$ cat src/rtl/blanker_pkg.sv
package blanker_pkg;

  typedef struct packed {
    logic [1:0] ovd;
    logic       en;
    logic [1:0] slope;
    logic [2:0] low;
  } trig_cfg_t;

  // hold time in tenths of a microsecond per select code
  function automatic int unsigned hold_t10(input int unsigned code);
    case (code)
      0:       return 380;
      1:       return 255;
      2:       return 320;
      default: return 220;
    endcase
  endfunction

  // rounded sample count, never zero
  function automatic int unsigned hold_cycles(input int unsigned t10, input int unsigned fs_khz);
    int unsigned n;
    n = (t10 * fs_khz + 5000) / 10000;
    return (n == 0) ? 1 : n;
  endfunction

endpackage

$ cat src/rtl/blanker_peak.sv
module blanker_peak #(
  parameter int MAG_W = 12,
  parameter int SHIFT = 4
) (
  input  logic             clk_i,
  input  logic             rst_ni,
  input  logic [MAG_W-1:0] rect_i,
  output logic [MAG_W-1:0] peak_o
);

  logic [MAG_W-1:0]        peak_q;
  logic signed [MAG_W:0]   diff;
  logic signed [MAG_W:0]   step;

  always_comb begin
    diff = $signed({1'b0, rect_i}) - $signed({1'b0, peak_q});
    step = diff >>> SHIFT;
  end

  always_ff @(posedge clk_i or negedge rst_ni) begin
    if (!rst_ni) peak_q <= '0;
    else         peak_q <= MAG_W'($unsigned($signed({1'b0, peak_q}) + step));
  end

  assign peak_o = peak_q;

endmodule

$ cat src/rtl/blanker_thresh.sv
module blanker_thresh #(
  parameter int MAG_W    = 12,
  parameter int LIM_W    = MAG_W + 4,
  parameter int LOW_MAX  = 65,
  parameter int LOW_STEP = 5,
  parameter int FLOOR    = 90,
  parameter int OVD_STEP = 16
) (
  input  logic [MAG_W-1:0] peak_i,
  input  logic [2:0]       low_i,
  input  logic [1:0]       slope_i,
  input  logic [1:0]       ovd_i,
  output logic [LIM_W-1:0] limit_o
);

  logic [LIM_W-1:0] ovd_off;
  logic [LIM_W-1:0] low_thr;
  logic [LIM_W-1:0] peak_eff;
  logic [LIM_W-1:0] excess;
  logic [LIM_W-1:0] noise;
  logic [2:0]       gain;

  always_comb begin
    case (ovd_i)
      2'd0:    ovd_off = LIM_W'(3 * OVD_STEP);
      2'd1:    ovd_off = LIM_W'(2 * OVD_STEP);
      2'd2:    ovd_off = LIM_W'(OVD_STEP);
      default: ovd_off = '0;
    endcase
    low_thr  = LIM_W'(LOW_MAX) - LIM_W'(LOW_STEP) * LIM_W'(low_i);
    peak_eff = LIM_W'(peak_i) + ovd_off;
    excess   = (peak_eff > LIM_W'(FLOOR)) ? peak_eff - LIM_W'(FLOOR) : '0;
    // slope code 0 is steepest: gain 4..1, halved
    gain     = 3'd4 - {1'b0, slope_i};
    noise    = (excess * LIM_W'(gain)) >> 1;
    limit_o  = peak_eff + low_thr + noise;
  end

endmodule

$ cat src/rtl/blanker_hold.sv
module blanker_hold
  import blanker_pkg::*;
#(
  parameter int AUD_W  = 16,
  parameter int FS_KHZ = 200
) (
  input  logic             clk_i,
  input  logic             rst_ni,
  input  logic             trig_i,
  input  logic             en_i,
  input  logic [1:0]       sel_i,
  input  logic [AUD_W-1:0] aud_i,
  output logic [AUD_W-1:0] aud_o,
  output logic             hold_o
);

  localparam int unsigned HOLD_MAX = hold_cycles(hold_t10(0), FS_KHZ);
  localparam int          CNT_W    = $clog2(HOLD_MAX + 1);

  logic [CNT_W-1:0] len_tab [4];

  for (genvar g = 0; g < 4; g++) begin : g_len
    assign len_tab[g] = CNT_W'(hold_cycles(hold_t10(g), FS_KHZ));
  end

  logic [CNT_W-1:0] cnt_q;
  logic [AUD_W-1:0] aud_q;
  logic             freeze;

  // hold the register on the trigger edge and on all but the last hold edge
  assign freeze = en_i && (trig_i || (cnt_q > CNT_W'(1)));

  always_ff @(posedge clk_i or negedge rst_ni) begin
    if (!rst_ni) begin
      cnt_q <= '0;
      aud_q <= '0;
    end else begin
      if (!en_i)             cnt_q <= '0;
      else if (trig_i)       cnt_q <= len_tab[sel_i];
      else if (cnt_q != '0)  cnt_q <= cnt_q - CNT_W'(1);
      if (!freeze)           aud_q <= aud_i;
    end
  end

  assign aud_o  = aud_q;
  assign hold_o = (cnt_q != '0);

endmodule

$ cat src/rtl/impulse_blanker.sv
module impulse_blanker
  import blanker_pkg::*;
#(
  parameter int MAG_W      = 12,
  parameter int AUD_W      = 16,
  parameter int PEAK_SHIFT = 4,
  parameter int FS_KHZ     = 200,
  parameter int LOW_MAX    = 65,
  parameter int LOW_STEP   = 5,
  parameter int FLOOR      = 90,
  parameter int OVD_STEP   = 16
) (
  input  logic             clk_i,
  input  logic             rst_ni,
  input  logic [MAG_W-1:0] rect_i,
  input  logic [AUD_W-1:0] aud_i,
  input  logic [7:0]       trig_cfg_i,
  input  logic [1:0]       hold_sel_i,
  output logic [AUD_W-1:0] aud_o,
  output logic             hold_active_o
);

  localparam int LIM_W = MAG_W + 4;

  trig_cfg_t        cfg;
  logic [MAG_W-1:0] peak_q;
  logic [LIM_W-1:0] limit;
  logic             trig;

  assign cfg = trig_cfg_t'(trig_cfg_i);

  blanker_peak #(
    .MAG_W (MAG_W),
    .SHIFT (PEAK_SHIFT)
  ) i_peak (
    .clk_i  (clk_i),
    .rst_ni (rst_ni),
    .rect_i (rect_i),
    .peak_o (peak_q)
  );

  blanker_thresh #(
    .MAG_W    (MAG_W),
    .LIM_W    (LIM_W),
    .LOW_MAX  (LOW_MAX),
    .LOW_STEP (LOW_STEP),
    .FLOOR    (FLOOR),
    .OVD_STEP (OVD_STEP)
  ) i_thresh (
    .peak_i  (peak_q),
    .low_i   (cfg.low),
    .slope_i (cfg.slope),
    .ovd_i   (cfg.ovd),
    .limit_o (limit)
  );

  assign trig = cfg.en && (LIM_W'(rect_i) > limit);

  blanker_hold #(
    .AUD_W  (AUD_W),
    .FS_KHZ (FS_KHZ)
  ) i_hold (
    .clk_i  (clk_i),
    .rst_ni (rst_ni),
    .trig_i (trig),
    .en_i   (cfg.en),
    .sel_i  (hold_sel_i),
    .aud_i  (aud_i),
    .aud_o  (aud_o),
    .hold_o (hold_active_o)
  );

endmodule

$ cat config.mk
export PLATFORM = sky130hd
export DESIGN_NAME = impulse_blanker
export DESIGN_NICKNAME = d
export VERILOG_FILES = /design/src/rtl/blanker_pkg.sv /design/src/rtl/blanker_peak.sv /design/src/rtl/blanker_thresh.sv /design/src/rtl/blanker_hold.sv /design/src/rtl/impulse_blanker.sv
export SDC_FILE = /design/constraint.sdc
export NUM_CORES = 1
export LEC_CHECK = 0
export BUFFER_PORTS_ARGS = -buffer_cell sky130_fd_sc_hd__buf_2
export CAP_MARGIN = 20
export CORE_MARGIN = 2
export CORE_UTILIZATION = 50
export DETAILED_ROUTE_END_ITERATION = 16
export PLACE_DENSITY_LB_ADDON = 0.2
export SKIP_CTS_REPAIR_TIMING = 1
export SYNTH_ARGS = -nofsm -noshare
export SYNTH_HDL_FRONTEND = slang
export SYNTH_SLANG_ARGS = --single-unit
$ cat constraint.sdc
create_clock -name clk_i -period 13.2 [get_ports clk_i]
set_clock_uncertainty 0.1 [all_clocks]
set_input_delay 0.66 -clock clk_i [delete_from_list [all_inputs] [get_ports clk_i]]
set_output_delay 0.66 -clock clk_i [all_outputs]
set_load 0.02 [all_outputs]
==> impl_metrics.py, run 1 <==
metrics = {
    "grt": {
        "grt-ovfl-total": 0,
        "antenna_found_initial": 0,
        "grt_pass1_vias": 4140,
        "grt_first_pass_wirelength_mm": 19.19,
        "grt_max_degree": 33,
        "grt.total_usage": 0.2132,
    },
    "sta": {
        "grt_setup_unrepaired": "false",
        "whs_ns": 0.3368,
        "maxSlewViolCount": 0,
        "fmax_mhz": 121.1,
        "hold_viol_final": 0,
        "min_period_ns": 8.256,
        "period_share": 0.6254,
        "worst_pin_slew_ns": 0.7587,
        "relSlewSlack": 0.4811,
        "setup_viol": 0,
        "tns_ns": 0,
    },
    "route": {
        "met2_length_mm": 5.518,
        "vias": 4207,
        "topRoutingLayerUsed": "met4",
        "wl_mm": 11.31,
        "ant_nets": 0,
        "wire_per_inst_um": 14.73,
        "m1WireLength_mm": 5.344,
        "wl_met3_um": 376,
        "drtPass1Iterations": 5,
        "vias_per_cell": 5.478,
        "route.detailed.drc": 0,
        "drtIter0Drc": 306,
    },
    "die": {
        "dieArea_um2": 10790,
        "coreArea_um2": 9729,
        "start_util": 0.5126,
        "rows": 36,
        "io_pins": 57,
        "die_x_um": 103.9,
        "die_h_um": 103.9,
    },
    "clock_tree": {
        "cts_buffers": 5,
        "cts_tree": "yes",
        "clk_pin_slew_ns": 0.07,
        "htreeDepth": 2,
        "cts.sinks": 32,
        "cts_root_buf": "clkbuf_8",
        "clk_latency_ns": 0.29,
        "ctsLongestPathBuffers": 2,
    },
    "worst_setup_path": {
        "crit_arrival_ns": 8.32,
        "r2r_cells": 34,
        "worstPathRequired_ns": 13.27,
        "r2r-start": "i_peak.peak_o[4]$_DFF_PN0_",
        "endpoint_kind": "flip-flop",
        "critPathKind": "primary input to flip-flop",
        "slowest_delay_ns": 0.65,
        "crit_top_cell": "ha_1",
        "r2r_slack_ns": 5.08,
        "start_kind": "primary input",
        "worst_path_max_delay_cell": "or4b_2",
        "r2r_end": "i_hold.aud_o[10]$_DFFE_PN0N_",
        "path_max_fanout": 20,
    },
    "placement": {
        "dp.cells": 760,
        "port_buffers": 56,
        "hpwl_mm": 9.555,
        "globalplace.congestion": 0.9394,
    },
    "layout": {
        "final_cell_mix": "78 x inv_1, 78 x ha_1, 56 x buf_2",
        "areaGrowthSynthToFinish_pct": 9.910,
        "diodes": 0,
        "nets": 778,
        "stdcell_count": 768,
        "layout-drive-gt1-share": 0.1181,
    },
    "synthesis": {
        "netlist.area_leader.share": 0.1957,
        "synth_flop_cell": "dfrtp_1",
        "yosysSeqAreaShare": 0.1606,
        "synth_top_area_cell": "ha_1",
        "yosys_warnings": 0,
        "postSynthAreaPerCell_um2": 8.569,
        "synth_cells": 582,
        "synth_seq_cells": 32,
        "ys_top_cells_by_area": "ha_1 20%, dfrtp_1 16%, fa_1 10%, xnor2_1 7.6%, inv_1 5.9%",
        "yosys.cell_types.count": 58,
        "async_flop_share": 1.000,
        "synth-edff-count": 0,
        "synthesis.area_um2": 4987,
        "syn-num-nets": 726,
    },
    "outcome": {
        "status": "complete, no violations",
    },
    "job": {
        "drv_cap": 0,
    },
    "worst_hold_path": {
        "hold_class": "primary input to asynchronous set/reset pin",
    },
}
## critical path: cells and delay by family
kind	cells	cell delay, ns
multiplexers	1	0.30
adder cells (fa/ha/maj)	7	2.40
AO/OA/AOI/OAI	10	1.66
XOR/XNOR	2	0.39
AND/OR/NAND/NOR	12	2.65
buffers and inverters	4	0.26
## logic make-up (layout without fill, tap and decap cells)
kind of cell    Yosys count  in the layout  share of synthesized area
simple gates            154            154                     0.1553
compound gates          142            142                     0.1997
fa+ha+maj               104            104                     0.3001
buf+inv                  89            142                    0.07075
xor+xnor                 57             57                     0.1059
flops                    32             32                     0.1606
mux                       3              3                   0.007024
other cells               1              1                  0.0007519
## routing by layer
metal,track usage,up-vias
met5,0,-
met4,0.03282,0
met3,0.01504,9
met2,0.3717,83
met1,0.2964,2004
li1,-,2111
## final cells by class
class / instances / area (µm²)
fillers: 932 / 4248
multi-input cells: 461 / 3834
flip-flops and latches: 32 / 800.8
inverters: 78 / 292.8
repair buffers: 56 / 280.3
well taps: 133 / 166.4
clock buffers: 6 / 72.57
clock inverters: 2 / 35.03
## cells in the mapped netlist (2+ instances only)
library cell / count
xnor2_1: 43
nand4_1: 3
and3_1: 4
nor3_1: 11
buf_6: 2
or3_1: 2
clkbuf_1: 7
nand3_1: 11
and2_1: 21
nor2_1: 24
a32o_1: 16
o21ai_0: 21
nand2b_1: 11
o41ai_1: 2
dfrtp_1: 32
o21bai_1: 10
nor2b_1: 6
a41o_1: 3
fa_1: 26
a211oi_1: 3
mux2i_1: 2
inv_1: 78
ha_1: 78
o21ai_1: 4
nand2_1: 52
o21a_1: 8
xnor2_2: 2
o211ai_1: 5
a21o_1: 14
a21oi_1: 43
xor2_1: 11
## worst max path at each step
| stage | slack [ns] | endpoint | startpoint |
|---|---|---|---|
| floorplan | 5.40 | i_hold.cnt_q[2]$_DFFE_PN0P_ | trig_cfg_i[6] |
| global placement | 4.97 | i_hold.cnt_q[2]$_DFFE_PN0P_ | trig_cfg_i[6] |
| detailed placement | 4.71 | i_hold.cnt_q[2]$_DFFE_PN0P_ | trig_cfg_i[6] |
| CTS | 5.03 | i_hold.cnt_q[2]$_DFFE_PN0P_ | trig_cfg_i[6] |
| global route | 4.38 | i_hold.cnt_q[2]$_DFFE_PN0P_ | trig_cfg_i[6] |
| finish | 4.94 | i_hold.aud_o[10]$_DFFE_PN0N_ | trig_cfg_i[6] |
## sequential cells by signal (all words and copies together), names as in the netlist
signal	cells
i_hold.aud_o	16
i_hold.cnt_q	4
i_peak.peak_o	12
## metrics by stage
stage	utilization	worst slack (ns)	instance area (µm²)
detailed placement	0.5523	4.715	5374
floorplan	-	5.400	4987
CTS	0.5634	5.026	5482
global placement	0.5523	4.970	5374
finish	0.5634	4.944	5482
global route	0.5634	4.378	5482
Power of run 1 is left out: the tool's default activity adds up to more than one toggle a clock period on the data nets, which glitch-free logic cannot reach.
==> inputs of run 2 (changes only) <==
- clock period: 13.2 -> 7.06 ns (I/O delays scaled with it)
==> run 2 against run 1 <==
Compared with the run above:
- the flow now finishes with violations (setup timing)
- count of clock-buffer cells in the layout unchanged
- sequential share of layout area is 2.0 points lower
- cell count up 9.6%
- global-route usage up 0.99 points
- non-clock buffer count up 73
- die area unchanged
- flip-flop and latch count unchanged
- critical path type is now flip-flop to flip-flop
- largest cell class unchanged
- highest routed layer unchanged
==> impl_metrics.py, run 2 (synthesized netlist as in run 1, its figures left out) <==
metrics = {
    "worst_setup_path": {
        "endpoint_kind": "flip-flop",
        "critPathKind": "flip-flop to flip-flop",
        "path_max_fanout": 8,
        "worstPathRequired_ns": 7.13,
        "crit_arrival_ns": 7.30,
        "slowest_delay_ns": 0.60,
        "worst_path_max_delay_cell": "fa_1",
        "start_kind": "flip-flop",
    },
    "sta": {
        "hold_viol_final": 0,
        "period_share": 1.024,
        "grt_setup_unrepaired": "true",
        "setup_ws_ns": -0.1708,
        "setup_viol": 20,
        "relSlewSlack": 0.4732,
        "min_period_ns": 7.231,
        "maxSlewViolCount": 0,
        "worst_pin_slew_ns": 0.7703,
        "fmax_mhz": 138.3,
    },
    "outcome": {
        "status": "finished, violations left",
        "violations": "setup timing",
    },
    "layout": {
        "nets": 852,
        "fin_area_um2": 6341,
        "largest_reg_flops": 16,
        "areaGrowthSynthToFinish_pct": 27.14,
        "diodes": 0,
        "fillers": 863,
        "final_cell_mix": "75 x inv_1, 70 x buf_4, 69 x ha_1",
        "seq_area_um2": 800.8,
        "multi_input_area_um2": 4111,
        "layout-drive-gt1-share": 0.2694,
        "final_common_cell": "inv_1",
    },
    "route": {
        "drtIter0Drc": 138,
        "vias": 4501,
        "vias_per_cell": 5.346,
        "ant_nets": 0,
        "drtPass1Iterations": 4,
        "wire_per_inst_um": 14.65,
        "route.detailed.drc": 0,
        "wl_mm": 12.34,
    },
    "job": {
        "drv_cap": 0,
    },
    "placement": {
        "dp_slack_ns": -0.4421,
        "port_buffers": 56,
        "hpwl_mm": 10.02,
        "place_area_um2": 5899,
        "globalplace.congestion": 0.8855,
    },
    "grt": {
        "grt.total_usage": 0.2231,
        "antenna_found_initial": 0,
        "grt_max_degree": 33,
        "grt-ovfl-total": 0,
        "grt_pass1_vias": 4416,
        "grt_first_pass_wirelength_mm": 20.20,
    },
    "clock_tree": {
        "cts_root_buf": "clkbuf_8",
        "ctsLongestPathBuffers": 2,
        "clk_pin_slew_ns": 0.07,
        "cts_tree": "yes",
        "cts_buffers": 5,
        "htreeDepth": 2,
        "cts.sinks": 32,
        "clk_latency_ns": 0.28,
    },
    "die": {
        "dieArea_um2": 10790,
        "start_util": 0.5126,
        "coreArea_um2": 9729,
        "rows": 36,
        "io_pins": 57,
        "die_x_um": 103.9,
        "die_h_um": 103.9,
    },
    "worst_hold_path": {
        "hold_class": "primary input to asynchronous set/reset pin",
    },
}
## run 2: final cells by class
| cell class | instances | area share |
|---|---|---|
| Timing Repair Buffer | 129 | 0.1360 |
| Inverter | 78 | 0.04617 |
| Clock buffer | 6 | 0.01144 |
| Clock inverter | 2 | 0.005525 |
| Tap cell | 133 | 0.02624 |
| Sequential cell | 32 | 0.1263 |
| Multi-Input combinational cell | 462 | 0.6484 |
## run 2: final timing paths
path	start	endpoint	slack (ns)	depth (start not counted)
max in group asynchronous	rst_ni	i_hold.aud_o[7]$_DFFE_PN0N_	6.37	1
setup reg to reg	i_peak.peak_o[4]$_DFF_PN0_	i_hold.aud_o[0]$_DFFE_PN0N_	-0.17	35
min in group clk_i	hold_sel_i[0]	i_hold.cnt_q[0]$_DFFE_PN0P_	0.23	3
hold / removal	rst_ni	i_peak.peak_o[9]$_DFF_PN0_	0.03	1
hold reg to reg	i_hold.aud_o[8]$_DFFE_PN0N_	i_hold.aud_o[8]$_DFFE_PN0N_	0.43	1
setup / recovery	i_peak.peak_o[4]$_DFF_PN0_	i_hold.aud_o[0]$_DFFE_PN0N_	-0.17	35
## run 2: worst max-delay path: cells and delay by family (launching register included)
family	cells	cell delay, ns
fa+ha+maj	7	2.25
simple gates	10	1.41
buf+inv	5	0.54
compound gates	10	1.93
mux	1	0.26
flops	1	0.35
xor+xnor	2	0.25
## run 2: metrics by stage
stage                     instances  setup TNS (ns)    util  hold slack [ns]
after floorplan                 582               0       -         -0.04259
after global placement          821          -5.552  0.6064           0.3428
after detailed placement        821          -8.237  0.6064           0.3539
after CTS                       829          -5.949  0.6174          0.04835
after global routing            842          -9.774  0.6517          0.07977
final                           842          -2.733  0.6517          0.03064
## run 2: metal layers
| metal | wire length [µm] | track usage | vias up | share of wire |
|---|---|---|---|---|
| li1 | - | - | 2260 | - |
| met1 | 5736 | 0.3092 | 2180 | 0.46 |
| met2 | 6263 | 0.3886 | 53 | 0.51 |
| met3 | 263 | 0.01441 | 8 | 0.021 |
| met4 | 73 | 0.04054 | 0 | 0.0059 |
| met5 | 0 | 0 | - | 0 |
Power of run 2 is left out for the same reason.
==> inputs of run 3 (changes only) <==
- ABC_AREA: unset -> 1
==> run 3 against run 2 <==
Compared with the run above:
- the flow now finishes without violations
- count of clock-buffer cells in the layout shrank 1
- register-to-register slack better by 0.34 ns
- flip-flop and latch count did not move
- final area is 0.45% higher
- worst setup slack gained 0.34 ns
- via count up 10%
- wire length up 2.1%
- non-clock buffer count fell by 11
- synthesized cell count rose by 24%
- first-iteration DRC count up 54%
- synthesized area up 3.8%
- cell count rose by 15%
- critical path type unchanged
- critical endpoint is now i_hold.aud_o[2]$_DFFE_PN0N_
==> impl_metrics.py, run 3 <==
metrics = {
    "clock_tree": {
        "cts_root_buf": "clkbuf_8",
        "cts_buffers": 5,
        "htreeDepth": 2,
        "cts.sinks": 32,
        "clk_latency_ns": 0.29,
        "ctsLongestPathBuffers": 2,
        "clk_pin_slew_ns": 0.08,
        "cts_tree": "yes",
    },
    "layout": {
        "utilization": 0.6254,
        "areaGrowthSynthToFinish_pct": 23.09,
        "fillers": 900,
        "final_common_cell": "nand2_1",
        "diodes": 0,
        "largest_reg_flops": 16,
        "nets": 979,
        "layout-drive-gt1-share": 0.2452,
        "final_cell_mix": "158 x nand2_1, 122 x inv_1, 73 x ha_1",
    },
    "route": {
        "drtPass1Iterations": 5,
        "wire_per_inst_um": 12.97,
        "wl_mm": 12.60,
        "drtIter0Drc": 212,
        "route.detailed.drc": 0,
        "vias_per_cell": 5.107,
        "vias": 4964,
        "ant_nets": 0,
    },
    "sta": {
        "period_share": 0.9756,
        "grt_setup_unrepaired": "true",
        "setup_viol": 0,
        "min_period_ns": 6.888,
        "maxSlewViolCount": 0,
        "setup_ws_ns": 0.1721,
        "relSlewSlack": 0.5146,
        "worst_pin_slew_ns": 0.7281,
        "whs_ns": 0.009924,
        "fmax_mhz": 145.2,
        "hold_viol_final": 0,
    },
    "grt": {
        "grt_pass1_vias": 4771,
        "antenna_found_initial": 0,
        "grt_max_degree": 33,
        "grt.total_usage": 0.2291,
        "grt_first_pass_wirelength_mm": 21.16,
        "grt-ovfl-total": 0,
    },
    "worst_setup_path": {
        "endpoint_kind": "flip-flop",
        "critPathKind": "flip-flop to flip-flop",
        "slowest_delay_ns": 0.54,
        "crit_start": "i_peak.peak_o[4]$_DFF_PN0_",
        "crit_top_cell": "nand2_1",
        "r2r-start": "i_peak.peak_o[4]$_DFF_PN0_",
        "start_kind": "flip-flop",
        "worstPathRequired_ns": 7.19,
        "worst_path_max_delay_cell": "fa_1",
        "path_buf_inv": 9,
        "path_max_fanout": 7,
        "crit_arrival_ns": 7.02,
        "worst_path_dominant_cell_family": "adder cells",
    },
    "worst_hold_path": {
        "hold_class": "primary input to asynchronous set/reset pin",
    },
    "synthesis": {
        "synth_common_cells": "167 x nand2_1, 126 x inv_1, 78 x ha_1",
        "yosys.cell_types.count": 40,
        "synth_most_common_cell": "nand2_1",
        "ys_top_cells_by_area": "ha_1 19%, dfrtp_1 15%, nand2_1 12%, fa_1 10%, inv_1 9.1%",
        "yosys_warnings": 0,
        "synth_top_area_cell": "ha_1",
        "synth_flop_cell": "dfrtp_1",
        "synthesis.area_um2": 5175,
        "postSynthAreaPerCell_um2": 7.187,
        "synth_cells": 720,
        "synth-edff-count": 0,
        "synth_seq_cells": 32,
        "async_flop_share": 1.000,
        "netlist.area_leader.share": 0.1886,
        "yosysSeqAreaShare": 0.1547,
        "syn-num-nets": 864,
    },
    "die": {
        "rows": 37,
        "start_util": 0.5081,
        "die_h_um": 105.7,
        "dieArea_um2": 11180,
        "die_x_um": 105.7,
        "coreArea_um2": 10180,
        "io_pins": 57,
    },
    "placement": {
        "hpwl_mm": 10.37,
        "port_buffers": 56,
        "globalplace.congestion": 0.8738,
        "dp_slack_ns": -0.1956,
    },
    "job": {
        "drv_cap": 0,
    },
    "outcome": {
        "status": "complete, no violations",
    },
}
-- run 3: cell types whose count changed in the layout (fill, tap and decap cells not counted), sizes merged, moves of 16 or more --
cell,change
nand3,+45
inv,+51
a32o,-16
nor2,+19
nand2,+136
xor2,+18
and2,-21
xnor2,-31
-- run 3: worst paths after layout --
check	end	slack [ns]	cells after the start
worst max-delay path	i_hold.aud_o[2]$_DFFE_PN0N_	0.17	42
worst min-delay path	i_hold.cnt_q[2]$_DFFE_PN0P_	0.01	1
worst max register to register	i_hold.aud_o[2]$_DFFE_PN0N_	0.17	42
worst min register to register	i_hold.aud_o[9]$_DFFE_PN0N_	0.40	2
max in group asynchronous	i_peak.peak_o[2]$_DFF_PN0_	6.37	1
min in group clk_i	i_hold.aud_o[1]$_DFFE_PN0N_	0.16	3
-- run 3: cell families after synthesis --
kind of cell	after synthesis	synth area share
xor+xnor	43	0.07423
buf+inv	140	0.1081
compound gates	88	0.09453
simple gates	312	0.2785
flops	32	0.1547
other cells	1	0.0007246
fa+ha+maj	104	0.2892
-- run 3: cell type report --
type / count / area (µm²) / share of cell area
flip-flops and latches: 32 / 800.8 / 0.1257
inverters: 129 / 484.2 / 0.07602
repair buffers: 118 / 783.3 / 0.1230
well taps: 136 / 170.2 / 0.02671
clock inverters: 3 / 42.54 / 0.006678
multi-input cells: 549 / 4020 / 0.6311
clock buffers: 5 / 68.82 / 0.01080
-- run 3: layer usage --
| metal | global-route usage | wire (µm) | vias up |
|---|---|---|---|
| met4 | 0.05169 | 171 | 0 |
| met3 | 0.02474 | 554 | 16 |
| met2 | 0.3889 | 5980 | 113 |
| met5 | 0 | 0 | - |
| met1 | 0.3143 | 5896 | 2298 |
| li1 | - | - | 2537 |
-- run 3: per-stage QoR --
stage	setup TNS, ns	area (µm²)	instances
after detailed placement	-3.598	5991	958
after global placement	-0.8300	5991	958
after global routing	-5.215	6370	972
after CTS	-1.169	6102	966
final	0	6370	972
after floorplan	0	5175	720
Power of run 3 is left out for the same reason.
